===== config.mk =====
export PLATFORM = sky130hd
export DESIGN_NAME = irq_redirect_engine
export DESIGN_NICKNAME = d
export VERILOG_FILES = /design/src/rtl/redir_pkg.sv /design/src/rtl/redir_pick.sv /design/src/rtl/redir_entry.sv /design/src/rtl/irq_redirect_engine.sv
export SDC_FILE = /design/constraint.sdc
export NUM_CORES = 1
export LEC_CHECK = 0
export CAP_MARGIN = 20
export CORE_MARGIN = 2
export CORE_UTILIZATION = 50
export DETAILED_ROUTE_END_ITERATION = 16
export HOLD_SLACK_MARGIN = 0.15
export PLACE_DENSITY = 0.67
export SLEW_MARGIN = 25
export SYNTH_ARGS = -nofsm -noshare
export SYNTH_HDL_FRONTEND = slang
export SYNTH_SLANG_ARGS = --single-unit

===== constraint.sdc =====
create_clock -name clk -period 4.72 [get_ports clk]
set_input_delay 0.944 -clock clk [delete_from_list [all_inputs] [get_ports clk]]
set_output_delay 0.944 -clock clk [all_outputs]
set_load 0.02 [all_outputs]

===== src/rtl/redir_pkg.sv =====
package redir_pkg;
   localparam int VEC_W  = 8;
   localparam int MODE_W = 3;
   localparam int DEST_W = 8;
   localparam int WORD_W = 32;

   // bit positions inside the configuration and destination words
   localparam int B_VEC    = 0;
   localparam int B_MODE   = 8;
   localparam int B_DSTM   = 11;
   localparam int B_STATUS = 12;
   localparam int B_REMOTE = 14;
   localparam int B_TRIG   = 15;
   localparam int B_MASK   = 16;
   localparam int B_DEST   = 24;

   localparam logic [MODE_W-1:0] MODE_FIXED  = 3'd0;
   localparam logic [MODE_W-1:0] MODE_LOWPRI = 3'd1;

   typedef struct packed {
      logic              mask;
      logic              level;
      logic [MODE_W-1:0] mode;
      logic              dst_mode;
      logic [VEC_W-1:0]  vector;
   } redir_cfg_t;

   localparam redir_cfg_t CFG_RESET = '{mask: 1'b1, level: 1'b0, mode: '0,
                                        dst_mode: 1'b0, vector: '0};

   function automatic redir_cfg_t cfg_from_word(input logic [WORD_W-1:0] w);
      redir_cfg_t c;
      c.mask     = w[B_MASK];
      c.level    = w[B_TRIG];
      c.mode     = w[B_MODE +: MODE_W];
      c.dst_mode = w[B_DSTM];
      c.vector   = w[B_VEC +: VEC_W];
      return c;
   endfunction

   function automatic logic [WORD_W-1:0] cfg_to_word(input redir_cfg_t c,
                                                     input logic remote,
                                                     input logic status);
      logic [WORD_W-1:0] w;
      w = '0;
      w[B_VEC +: VEC_W]   = c.vector;
      w[B_MODE +: MODE_W] = c.mode;
      w[B_DSTM]           = c.dst_mode;
      w[B_STATUS]         = status;
      w[B_REMOTE]         = remote;
      w[B_TRIG]           = c.level;
      w[B_MASK]           = c.mask;
      return w;
   endfunction
endpackage


===== src/rtl/redir_pick.sv =====
module redir_pick #(
   parameter  int N  = 24,
   localparam int IW = (N > 1) ? $clog2(N) : 1
) (
   input  logic [N-1:0]  req,
   output logic          found,
   output logic [IW-1:0] idx
);
   if (N < 2) begin : g_bad_n
      $error("redir_pick needs at least two requesters");
   end

   // scan from the top so the lowest set request is the last to win
   always_comb begin
      found = 1'b0;
      idx   = '0;
      for (int i = N - 1; i >= 0; i--) begin
         if (req[i]) begin
            found = 1'b1;
            idx   = IW'(i);
         end
      end
   end
endmodule


===== src/rtl/redir_entry.sv =====
module redir_entry
   import redir_pkg::*;
(
   input  logic              clk,
   input  logic              rst_n,
   input  logic              line_in,
   input  logic              cfg_we,
   input  logic              dst_we,
   input  logic [WORD_W-1:0] wdata,
   input  logic              eoi_valid,
   input  logic [VEC_W-1:0]  eoi_vector,
   input  logic              grant,
   output logic              ready,
   output redir_cfg_t        cfg,
   output logic [DEST_W-1:0] dest,
   output logic              remote
);
   redir_cfg_t        cfg_q;
   logic [DEST_W-1:0] dest_q;
   logic              last_q, irr_q, remote_q;
   logic              rise, fall, accept, mode_ok, eoi_hit;
   logic              irr_d, remote_d;

   assign rise    = line_in & ~last_q;
   assign fall    = ~line_in & last_q;
   // an edge on a masked edge-triggered entry is thrown away
   assign accept  = rise & ~(~cfg_q.level & cfg_q.mask);
   assign mode_ok = (cfg_q.mode == MODE_FIXED) || (cfg_q.mode == MODE_LOWPRI);
   assign eoi_hit = eoi_valid && (eoi_vector == cfg_q.vector);

   assign irr_d    = (irr_q & ~(grant & ~cfg_q.level) & ~(fall & cfg_q.level)) | accept;
   assign remote_d = (remote_q & ~eoi_hit) | (grant & cfg_q.level);

   assign ready  = irr_q & ~cfg_q.mask & mode_ok & ~(cfg_q.level & remote_q);
   assign cfg    = cfg_q;
   assign dest   = dest_q;
   assign remote = remote_q;

   always_ff @(posedge clk or negedge rst_n) begin
      if (!rst_n) begin
         cfg_q    <= CFG_RESET;
         dest_q   <= '0;
         last_q   <= 1'b0;
         irr_q    <= 1'b0;
         remote_q <= 1'b0;
      end else begin
         last_q   <= line_in;
         irr_q    <= irr_d;
         remote_q <= remote_d;
         if (cfg_we) cfg_q  <= cfg_from_word(wdata);
         if (dst_we) dest_q <= wdata[B_DEST +: DEST_W];
      end
   end

   a_r3_masked_edge_dropped: assert property (@(posedge clk) disable iff (!rst_n)
      (rise && !cfg_q.level && cfg_q.mask && !irr_q) |=> !irr_q);
   a_r6_remote_set_on_dispatch: assert property (@(posedge clk) disable iff (!rst_n)
      (grant && cfg_q.level) |=> remote_q);
   a_r6_no_grant_while_remote: assert property (@(posedge clk) disable iff (!rst_n)
      grant |-> !(cfg_q.level && remote_q));
   a_r7_level_fall_clears: assert property (@(posedge clk) disable iff (!rst_n)
      (fall && cfg_q.level) |=> !irr_q);
   a_r10_mode_gate: assert property (@(posedge clk) disable iff (!rst_n)
      grant |-> (cfg_q.mode == MODE_FIXED || cfg_q.mode == MODE_LOWPRI));
   a_r6_remote_only_by_grant: assert property (@(posedge clk) disable iff (!rst_n)
      $rose(remote_q) |-> $past(grant));
endmodule


===== src/rtl/irq_redirect_engine.sv =====
module irq_redirect_engine
   import redir_pkg::*;
#(
   parameter  int NUM_LINES = 24,
   localparam int LW = (NUM_LINES > 1) ? $clog2(NUM_LINES) : 1
) (
   input  logic                 clk,
   input  logic                 rst_n,
   input  logic [NUM_LINES-1:0] irq_in,
   input  logic                 wr_en,
   input  logic [LW-1:0]        wr_line,
   input  logic                 wr_dest,
   input  logic [WORD_W-1:0]    wr_data,
   input  logic                 eoi_valid,
   input  logic [VEC_W-1:0]     eoi_vector,
   input  logic [LW-1:0]        rd_line,
   output logic [WORD_W-1:0]    rd_cfg_word,
   output logic [WORD_W-1:0]    rd_dest_word,
   output logic                 msg_valid,
   input  logic                 msg_ready,
   output logic [VEC_W-1:0]     msg_vector,
   output logic [MODE_W-1:0]    msg_mode,
   output logic                 msg_dst_mode,
   output logic                 msg_level,
   output logic [DEST_W-1:0]    msg_dest
);
   if (NUM_LINES < 2 || NUM_LINES > 256) begin : g_bad_lines
      $error("NUM_LINES must lie in 2..256");
   end

   logic [NUM_LINES-1:0] ready, grant;
   redir_cfg_t           cfg_arr  [NUM_LINES];
   logic [DEST_W-1:0]    dest_arr [NUM_LINES];
   logic [WORD_W-1:0]    cfg_words[NUM_LINES];
   logic                 any_ready, load;
   logic [LW-1:0]        sel_idx;

   for (genvar i = 0; i < NUM_LINES; i++) begin : g_line
      logic remote_i;
      redir_entry u_entry (
         .clk        (clk),
         .rst_n      (rst_n),
         .line_in    (irq_in[i]),
         .cfg_we     (wr_en && !wr_dest && (wr_line == LW'(i))),
         .dst_we     (wr_en &&  wr_dest && (wr_line == LW'(i))),
         .wdata      (wr_data),
         .eoi_valid  (eoi_valid),
         .eoi_vector (eoi_vector),
         .grant      (grant[i]),
         .ready      (ready[i]),
         .cfg        (cfg_arr[i]),
         .dest       (dest_arr[i]),
         .remote     (remote_i)
      );
      assign cfg_words[i] = cfg_to_word(cfg_arr[i], remote_i, ready[i]);
      assign grant[i]     = load && (sel_idx == LW'(i));
   end

   redir_pick #(.N(NUM_LINES)) u_pick (
      .req   (ready),
      .found (any_ready),
      .idx   (sel_idx)
   );

   // a new message is taken only when the output register is free or draining
   assign load = any_ready && (!msg_valid || msg_ready);

   always_ff @(posedge clk or negedge rst_n) begin
      if (!rst_n) begin
         msg_valid    <= 1'b0;
         msg_vector   <= '0;
         msg_mode     <= '0;
         msg_dst_mode <= 1'b0;
         msg_level    <= 1'b0;
         msg_dest     <= '0;
      end else if (load) begin
         msg_valid    <= 1'b1;
         msg_vector   <= cfg_arr[sel_idx].vector;
         msg_mode     <= cfg_arr[sel_idx].mode;
         msg_dst_mode <= cfg_arr[sel_idx].dst_mode;
         msg_level    <= cfg_arr[sel_idx].level;
         msg_dest     <= dest_arr[sel_idx];
      end else if (msg_ready) begin
         msg_valid    <= 1'b0;
      end
   end

   always_comb begin
      rd_cfg_word  = '0;
      rd_dest_word = '0;
      if (int'(rd_line) < NUM_LINES) begin
         rd_cfg_word                   = cfg_words[rd_line];
         rd_dest_word[B_DEST +: DEST_W] = dest_arr[rd_line];
      end
   end

   a_r11_hold_stable: assert property (@(posedge clk) disable iff (!rst_n)
      (msg_valid && !msg_ready) |=> (msg_valid &&
         $stable({msg_vector, msg_mode, msg_dst_mode, msg_level, msg_dest})));
   a_r11_single_grant: assert property (@(posedge clk) disable iff (!rst_n)
      $onehot0(grant));
   a_r10_mode_out: assert property (@(posedge clk) disable iff (!rst_n)
      msg_valid |-> (msg_mode == MODE_FIXED || msg_mode == MODE_LOWPRI));
   a_r11_no_load_when_blocked: assert property (@(posedge clk) disable iff (!rst_n)
      (msg_valid && !msg_ready) |-> (grant == '0));
endmodule


== Yosys cells after proc, flatten, opt, wreduce, memory -nomap -nowiden ==
Cells that the tools add are included.

* Bitwise gates (word level): 602
* Reductions and logical operators: 153
* $lt $le $gt $ge: 3
* Multiplexer cells: 64
* Equality and inequality tests: 94

{| class="wikitable"
|+ Operators by type and width
! kind !! number
|-
| $and A1 B1 Y1 || 336
|-
| $not A1 Y1 || 216
|-
| $eq A8 B8 Y1 || 24
|-
| $bmux W32 S5 || 1
|-
| $mux W5 || 24
|-
| $logic_and A1 B1 Y1 || 99
|-
| $mux W32 || 3
|-
| $bmux W8 S5 || 2
|-
| $eq A5 B4 Y1 const B || 16
|-
| $eq A5 B5 Y1 const B || 16
|-
| $eq A3 B1 Y1 const B || 24
|-
| $logic_not A3 Y1 || 24
|-
| $bmux W14 S5 || 1
|-
| $or A1 B1 Y1 || 48
|-
| $eq A5 B3 Y1 const B || 8
|-
| $mux W8 || 5
|-
| $mux W1 || 26
|-
| $mux W13 || 2
|-
| $logic_or A1 B1 Y1 || 25
|-
| $eq A5 B2 Y1 const B || 4
|-
| $ge A6 B6 Y1 const B || 2
|-
| $not A5 Y6 || 2
|-
| $eq A5 B1 Y1 const B || 2
|-
| $logic_not A5 Y1 || 2
|-
| other kinds (3) || 4
|}

* Input bits: 80
* Flip-flop bits (word level): 622
* Word-level logic and storage cells: 1138
* Output and inout bits: 86

== Depth between registers and ports, before layout ==
Gate-level depths: netlist of the first run.

* Depth in word-level cells: 35
* Mapped depth: 14
* Gate-level depth less buffers: 10

== Modules after synthesis ==
From an unflattened synthesis of the first run, not the netlist that was laid out.

* Cells, all modules: 2501
* Area total of the unflattened synthesis: 35032.3 sq um

{| class="wikitable"
|+ Modules (own cells, without submodules)
! module !! sequential area each (sq um) !! cells each !! times used !! area an instance (sq um)
|-
| redir_entry || 626.9 || 70 || 24 || 1041.0
|-
| irq_redirect_engine || 550.5 || 774 || 1 || 9756.9
|-
| redir_pick || 0.0 || 47 || 1 || 291.5
|}

== Worst setup path before layout of the first run ==
Ideal clock, no wire load.

* Kind: input -> output
* From: input port rd_line[1]
* To: output port rd_dest_word[25]
* Cell stages on the path: 7
* Arrival: 3.321 ns
* Path buffers: 4
* Setup slack: 0.455 ns
* Data required time: 3.776 ns
* Cell sequence: buf_2 -> buf_1 -> clkbuf_1 -> buf_1 -> mux4_2 -> mux2i_1 -> o22ai_1

* Longest elaborated chain between the ends: 5
* Elaborated cells on any way between the ends: 6
* Classes of those cells: 1 x order compare; 4 x mux; 1 x bitwise

{| class="wikitable"
|+ Ends and longest elaborated chain
! element !! RTL line !! source
|-
| start: declaration || irq_redirect_engine.sv:16 || <nowiki>input logic [LW-1:0] rd_line,</nowiki>
|-
| $not A5 Y6 (not written as such) || irq_redirect_engine.sv:93 || <nowiki>rd_dest_word[B_DEST +: DEST_W] = dest_arr[rd_line];</nowiki>
|-
| $bmux W8 S5 || irq_redirect_engine.sv:93 ||
|-
| $mux W8 (not written as such) (2 in a row) || irq_redirect_engine.sv:93 ||
|-
| $mux W8 (*) || irq_redirect_engine.sv:91 || <nowiki>if (int'(rd_line) < NUM_LINES) begin</nowiki>
|-
| end: declaration || irq_redirect_engine.sv:18 || <nowiki>output logic [WORD_W-1:0] rd_dest_word,</nowiki>
|}

Mark *: on every way between the ends. The rest lies on a longest branch, timed or not. The select of a mux whose other input is x is not followed.

== Final worst setup path of the first run ==
* From: register g_line[0].u_entry.cfg_q (netlist bit g_line[0].u_entry.cfg[10])
* To: output port rd_cfg_word[12]

* Longest elaborated chain between the ends: 8
* Elaborated cells on any way between the ends: 9
* Classes of those cells: 1 x eq/ne; 4 x mux; 2 x bitwise; 2 x reduce/logical

{| class="wikitable"
|+ Ends and longest elaborated chain
! element !! RTL line !! source
|-
| start: declaration || redir_entry.sv:18 || <nowiki>redir_cfg_t cfg_q;</nowiki>
|-
| start signal: assignment || redir_entry.sv:50 || <nowiki>if (cfg_we) cfg_q <= cfg_from_word(wdata);</nowiki>
|-
| $eq A3 B1 Y1 / $logic_not A3 Y1 (equally long branches) || redir_entry.sv:28 || <nowiki>assign mode_ok = (cfg_q.mode == MODE_FIXED) || (cfg_q.mode == MODE_LOWPRI);</nowiki>
|-
| $logic_or A1 B1 Y1 (*) || redir_entry.sv:28 ||
|-
| $and A1 B1 Y1 (*) (2 in a row) || redir_entry.sv:34 || <nowiki>assign ready = irr_q & ~cfg_q.mask & mode_ok & ~(cfg_q.level & remote_q);</nowiki>
|-
| $bmux W32 S5 (*) || irq_redirect_engine.sv:92 || <nowiki>rd_cfg_word = cfg_words[rd_line];</nowiki>
|-
| $mux W32 (not written as such) (*) (2 in a row) || irq_redirect_engine.sv:92 ||
|-
| $mux W32 (*) || irq_redirect_engine.sv:91 ||
|-
| end: declaration || irq_redirect_engine.sv:17 || <nowiki>output logic [WORD_W-1:0] rd_cfg_word,</nowiki>
|}

Marks and branches as above.

==> impl_metrics.tcl, run 1 <==
set metrics [dict create \
    r2r-end "msg_dst_mode$_DFFE_PN0N_" \
    r2r_slack_ps 280 \
    numCtsBuffers 73 \
    power_density_mw_per_mm2 468 \
    ir_worst_vdd_mv 0.328 \
    p_sw_share_pct 37.0 \
    grt_pass1_vias 27300 \
    synth_top_area_share_pct 42.4 \
    worstMarginPinSlew_ps 1100 \
    ctsRootBufferMaster "clkbuf_16" \
    fp-row-count 97 \
    skew_ps 21.5 \
    gr-total-overflow 0 \
    cp.required_ps 3780 \
    cts-hold-fix-buffers 0 \
    synthCells 2883 \
    hold_class "input pin to async pin" \
    worst-path-max-fanout 9 \
    gp_congestion 1.01 \
    routed_via_density 6.71 \
    grt_max_degree 111 \
    synth_area_mm2 0.0353 \
    setup_violations 0 \
    core_area_mm2 0.0699 \
    antenna_found_initial 1 \
    endpoint_kind "primary output" \
    synth_edf_count 0 \
    cts_buffer_depth 3 \
    area_growth_pct 14.1 \
    initial_core_util_pct 50.5 \
    hold_violations 0 \
    postRouteAntennaNets 0 \
    dr.pass1.iters 6 \
    synth-seq-cells 622 \
    h-tree-depth 3 \
    clk_pin_slew_ps 60 \
    internal_power_mw 11.9 \
    die_h_um 270 \
    drv_cap 0 \
    layout_setup_ws_ps 145 \
    syn_avg_cell_area_um2 12.2 \
    cts_tree "built" \
    synth.area.top_cells "dfrtp_1 42%, mux2_2 17%, mux4_2 11%" \
    setup-tns-final_ps 0 \
    relSlewSlack_pct 26.4 \
    cts_sinks 622 \
    synth_flop_cell "dfrtp_1" \
    pin_count 166 \
    rr_worst_depth 13 \
    finalCriticalPeriod_ps 4580 \
    drive_gt1_share_pct 33.7 \
    drc 0 \
    ys_warn_count 0 \
    routed-via-count 26800 \
    grt_pass1_wl_mm 185 \
    nNetsFinal 3076 \
    p_seq_share_pct 36.6 \
    port_buffers 115 \
    ys_types 91 \
    die_area_mm2 0.0727 \
    drt_wl_total_mm 125 \
    cp-start-kind "register" \
    whs_ps 370 \
    die_w_um 270 \
    outcome "complete, no violations" \
    place_area_mm2 0.0380 \
    pwr-share-comb_pct 34.3 \
    netSwitchingPower_mw 6.97 \
    place_ws_ps 312 \
    first_iter_violations 2824 \
    final_area_mm2 0.0403 \
    clock_power_share_pct 29.2 \
    rsz0062_at_grt "no" \
    grt_use_total_pct 34.3 \
    critPathArrivalTime_ps 3630 \
    finish.utilization_pct 57.6 \
    rr_startpoint "g_line[13].u_entry.cfg[11]$_DFFE_PN0P_" \
    fill_cells 5843 \
    wl_per_cell_um 31.4 \
    period_share_pct 96.9 \
    async_flop_share_pct 100 \
    leakage_nw 17.3 \
    clkLatencyLatePin_ps 630 \
    slew_violations 0 \
    hpwl_mm 88.4 \
    clock.fmax_ghz 0.219 \
    criticalPathCategory "register to primary output" \
    yosysSeqAreaShare_pct 44.2 \
    synth_top_cell_by_area "dfrtp_1" \
]
synth_stat cells (14+ instances only):
cell type    n
dfrtp_1    598
mux2_2     528
nand2_1    223
xor2_1     168
mux4_2     167
clkbuf_1   131
nor2_1      78
mux2i_1     73
a21oi_1     72
o22ai_1     67
buf_4       57
nor3_1      55
nand3b_1    37
buf_2       32
inv_1       32
nand4_1     32
nor4_1      32
buf_1       31
a22oi_1     29
nand2b_1    26
nand3_1     26
o21ai_0     25
dfstp_2     24
xnor2_1     24
a31oi_1     23
o221ai_1    19
and2_1      17
nor4b_1     17
o311ai_0    17
o32ai_1     14
power by group through the flow:
stage                     sequential (mW)  clock [mW]  combinational, mW
final                                6.89        5.49               6.46
after global routing                 6.98        5.78               6.68
after CTS                            6.86        5.56               6.31
after detailed placement             6.95           0               6.29
after global placement               6.90           0               6.20
after floorplan                      6.74           0               3.76
layout make-up:
class	count	area (µm²)	share of cell area [%]
sequential	622	15600	38.7
multi-input combinational	2010	18500	46.0
timing repair buffer	257	2570	6.38
clock inverter	16	120	0.298
antenna	1	2.50	0.00621
tap	940	1180	2.92
inverter	32	120	0.298
clock buffer	115	2170	5.38
how the worst max path moves through the flow:
| stage | endpoint | depth (start not counted) | from |
|---|---|---|---|
| floorplan | rd_dest_word[25] | 7 | rd_line[1] |
| global placement | rd_cfg_word[8] | 7 | rd_line[1] |
| detailed placement | rd_cfg_word[8] | 7 | rd_line[1] |
| CTS | rd_cfg_word[12] | 6 | g_line[0].u_entry.cfg[10]$_DFFE_PN0P_ |
| global route | rd_cfg_word[12] | 8 | g_line[8].u_entry.cfg[10]$_DFFE_PN0P_ |
| finish | rd_cfg_word[12] | 6 | g_line[0].u_entry.cfg[10]$_DFFE_PN0P_ |
logic make-up after synthesis:
| family | Yosys count | synth area share [%] |
|---|---|---|
| simple gates | 598 | 8.74 |
| flops | 622 | 44.2 |
| mux | 768 | 29.6 |
| compound gates | 407 | 8.62 |
| fa+ha+maj | 5 | 0.142 |
| xor+xnor | 192 | 4.77 |
| buf+inv | 290 | 3.94 |
| other cells | 1 | 0.0106 |
through the flow:
step | total power [mW] | cells
after CTS | 18.7 | 3992
after global routing | 19.4 | 3992
after floorplan | 10.5 | 2922
after detailed placement | 13.2 | 3861
after global placement | 13.1 | 3861
final | 18.8 | 3993
worst max-delay path: stages (launching register included):
cell             delay (ps)
dfrtp_1                 390
nor4b_1                 660
nand2_2                 380
mux4_2                  550
o21ai_0                 200
o311a_1                 210
clkdlybuf4s50_1         610
cell usage in the layout, fill, tap and decap left out, types with 25 or more instances in the layout:
master,Yosys,layout
dfrtp_1,598,598
mux2_2,528,528
nand2_1,223,222
xor2_1,168,168
mux4_2,167,167
buf_4,57,114
clkdlybuf4s50_1,0,107
nor2_1,78,77
clkbuf_16,0,76
mux2i_1,73,73
a21oi_1,72,72
o22ai_1,67,67
nor3_1,55,55
conb_1,1,40
nand3b_1,37,37
inv_1,32,32
nand4_1,32,32
nor4_1,32,31
a22oi_1,29,29
buf_12,0,29
clkbuf_1,131,27
nand2b_1,26,26
nand3_1,26,26
o21ai_0,25,25
routing by layer:
metal / track usage (%) / share of wire (%) / vias to the layer above
met5: 0 / 0 / -
met4: 20.4 / 6.9 / 0
met3: 6.70 / 8.2 / 358
met2: 54.3 / 47 / 1500
met1: 43.9 / 38 / 13900
li1: - / - / 11000
registers in the layout, summed over array words and instances, names as in the netlist:
register,count
g_line.u_entry.remote,24
g_line.u_entry.last_q,24
msg_dst_mode,1
g_line.u_entry.irr_q,24
g_line.u_entry.dest,192
g_line.u_entry.cfg,336
msg_dest,8
msg_valid,1
msg_mode,3
msg_level,1
msg_vector,8
repair_timing:
item,4_1_cts,5_1_grt
buffers inserted,0,0
endpoints found under the setup margin,0,1
resized for setup,0,2
No activity file was read; power rests on OpenSTA's default activity.
==> run 2: changes to the inputs <==
--- a/config.mk
+++ b/config.mk
@@ -6,8 +6,10 @@
 export NUM_CORES = 1
 export LEC_CHECK = 0
 export CAP_MARGIN = 20
+export CORE_ASPECT_RATIO = 1.5
 export CORE_MARGIN = 2
 export CORE_UTILIZATION = 50
+export CTS_BUF_LIST = sky130_fd_sc_hd__clkbuf_16
 export DETAILED_ROUTE_END_ITERATION = 16
 export HOLD_SLACK_MARGIN = 0.15
 export PLACE_DENSITY = 0.67
==> run 2 against run 1 <==
The run now ends with setup timing left; clock power is 8.4% lower; sequential power hardly changed; global-route usage is 0.69 points higher; utilization is 0.55 points lower; non-clock buffer count is 7 higher; worst setup slack worse by 330 ps; power is 2.6% lower; via count is 0.34% lower; critical path depth is 7 higher; routed wire length is 1.6% higher; first-iteration DRC count is 6.7% lower; die area hardly changed; highest routed layer is now met5.
==> impl_metrics.tcl, run 2 (synthesized netlist as in run 1, its figures left out) <==
set metrics [dict create \
    mostFrequentLayoutCells "598 x dfrtp_1, 528 x mux2_2, 223 x nand2_1" \
    ir_worst_vdd_mv 0.394 \
    drt_wl_total_mm 127 \
    slew_violations 0 \
    hold_violations 0 \
    clock.fmax_ghz 0.204 \
    cp_num_buf_inv 3 \
    cp.required_ps 5290 \
    clock_power_share_pct 27.4 \
    wl_per_cell_um 32.2 \
    grt_pass1_vias 27900 \
    core_area_mm2 0.0700 \
    hold_class "input pin to async pin" \
    worst-path-max-fanout 29 \
    grt_pass1_wl_mm 188 \
    outcome "finished with violations" \
    cp-start-kind "register" \
    finalCriticalPeriod_ps 4910 \
    internal_power_mw 11.4 \
    critPathArrivalTime_ps 5470 \
    area_growth_pct 13.2 \
    layout_setup_ws_ps -185 \
    endpoint_kind "register" \
    cts_sinks 622 \
    final_area_mm2 0.0399 \
    postCtsSetupBuffers 0 \
    grt_use_total_pct 35.0 \
    die_w_um 221 \
    dr.pass1.iters 6 \
    gp_congestion 1.03 \
    hpwl_mm 90.3 \
    criticalPathCategory "register to register" \
    critical_path.cell_chain "or4b_1 > o211ai_1 > a21oi_1 > o211ai_1 > a221oi_4 > buf_4 > o21a_4 > buf_4 > nand4_1 > nand4b_1 > nor4_1 > buf_4 > o21ai_1" \
    drv_cap 0 \
    critical_path.top_delay_family "simple AND/OR/NAND/NOR gates" \
    initial_core_util_pct 50.4 \
    period_share_pct 104 \
    first_iter_violations 2635 \
    place_ws_ps -76.7 \
    h-tree-depth 2 \
    gr-total-overflow 0 \
    relSlewSlack_pct 25.8 \
    antenna_found_initial 8 \
    leakage_nw 17.2 \
    whs_ps 308 \
    numCtsBuffers 61 \
    fill_cells 5819 \
    postRouteAntennaNets 0 \
    cts-hold-fix-buffers 0 \
    clkLatencyLatePin_ps 680 \
    drc 0 \
    die_h_um 329 \
    place_area_mm2 0.0379 \
    skew_ps 39.1 \
    p_sw_share_pct 37.8 \
    pin_count 166 \
    dp_cells 3835 \
    routed_via_density 6.75 \
    cts_buffer_depth 3 \
    violations "setup timing" \
    nNetsFinal 3071 \
    ctsRootBufferMaster "clkbuf_16" \
    worstMarginPinSlew_ps 1110 \
    largest_register_ffs 336 \
    port_buffers 115 \
    critPathMaxStageDelay_ps 920 \
    netSwitchingPower_mw 6.93 \
    power_mw 18.3 \
    rsz0062_at_grt "no" \
    setup_violations 1 \
    routed-via-count 26700 \
    fp-row-count 119 \
    crit_top_cell "buf_4" \
    crit_slowest_cell "nor4_1" \
    drive_gt1_share_pct 33.7 \
    fin_cells 3954 \
    die_area_mm2 0.0728 \
    grt_max_degree 97 \
    clk_pin_slew_ps 60 \
    pwr-share-comb_pct 35.1 \
    final_common_cell "dfrtp_1" \
    p_seq_share_pct 37.5 \
    power_density_mw_per_mm2 459 \
    cts_tree "built" \
]
run 2: layer usage:
| layer | up-vias | wire length, µm | GRT usage (%) |
|---|---|---|---|
| met4 | 4 | 13500 | 31.2 |
| met3 | 498 | 9890 | 6.23 |
| met5 | - | 27 | 0 |
| met2 | 1505 | 60800 | 57.1 |
| li1 | 11000 | - | - |
| met1 | 13700 | 43000 | 39.5 |
run 2: layout make-up:
| cell class | count | area [µm²] | area share (%) |
|---|---|---|---|
| Multi-Input combinational cell | 2010 | 18500 | 46.4 |
| Sequential cell | 622 | 15600 | 39.1 |
| Antenna cell | 6 | 15.0 | 0.0376 |
| Inverter | 32 | 120 | 0.301 |
| Tap cell | 907 | 1130 | 2.84 |
| Clock inverter | 51 | 455 | 1.14 |
| Clock buffer | 62 | 1550 | 3.89 |
| Timing Repair Buffer | 264 | 2520 | 6.32 |
run 2: per-stage QoR:
| step | TNS (ps) | utilization [%] |
|---|---|---|
| global route | 0 | 57.1 |
| detailed placement | -76.7 | 54.2 |
| CTS | 0 | 57.0 |
| finish | -185 | 57.1 |
| floorplan | 0 | - |
| global placement | -42.0 | 54.2 |
run 2: final timing paths:
check                      slack [ps]                                      to  cells past startpoint                                   start
max in group asynchronous        3240      g_line[23].u_entry.irr_q$_DFF_PN0_                      2                                   rst_n
min in group clk                  490                 msg_dest[4]$_DFFE_PN0N_                      2                 msg_dest[4]$_DFFE_PN0N_
max                              -190                 msg_mode[0]$_DFFE_PN0N_                     13  g_line[22].u_entry.cfg[13]$_DFFE_PN1P_
min reg2reg                       490                 msg_dest[4]$_DFFE_PN0N_                      2                 msg_dest[4]$_DFFE_PN0N_
min                               310  g_line[10].u_entry.dest[0]$_DFFE_PN0P_                      1                                   rst_n
max reg2reg                      -190                 msg_mode[0]$_DFFE_PN0N_                     13  g_line[22].u_entry.cfg[13]$_DFFE_PN1P_
run 2: power groups by stage:
| stage | clock, mW | sequential [mW] | combinational, mW |
|---|---|---|---|
| floorplan | 0 | 6.74 | 3.76 |
| global placement | 0 | 6.89 | 6.11 |
| detailed placement | 0 | 6.95 | 6.20 |
| CTS | 5.09 | 6.86 | 6.23 |
| global route | 5.29 | 6.97 | 6.63 |
| finish | 5.03 | 6.88 | 6.43 |
run 2: repair_timing:
| action | in CTS | in global routing |
|---|---|---|
| cloned | 0 | 0 |
| resized for setup | 1 | 2 |
| endpoints found under the setup margin | 1 | 1 |
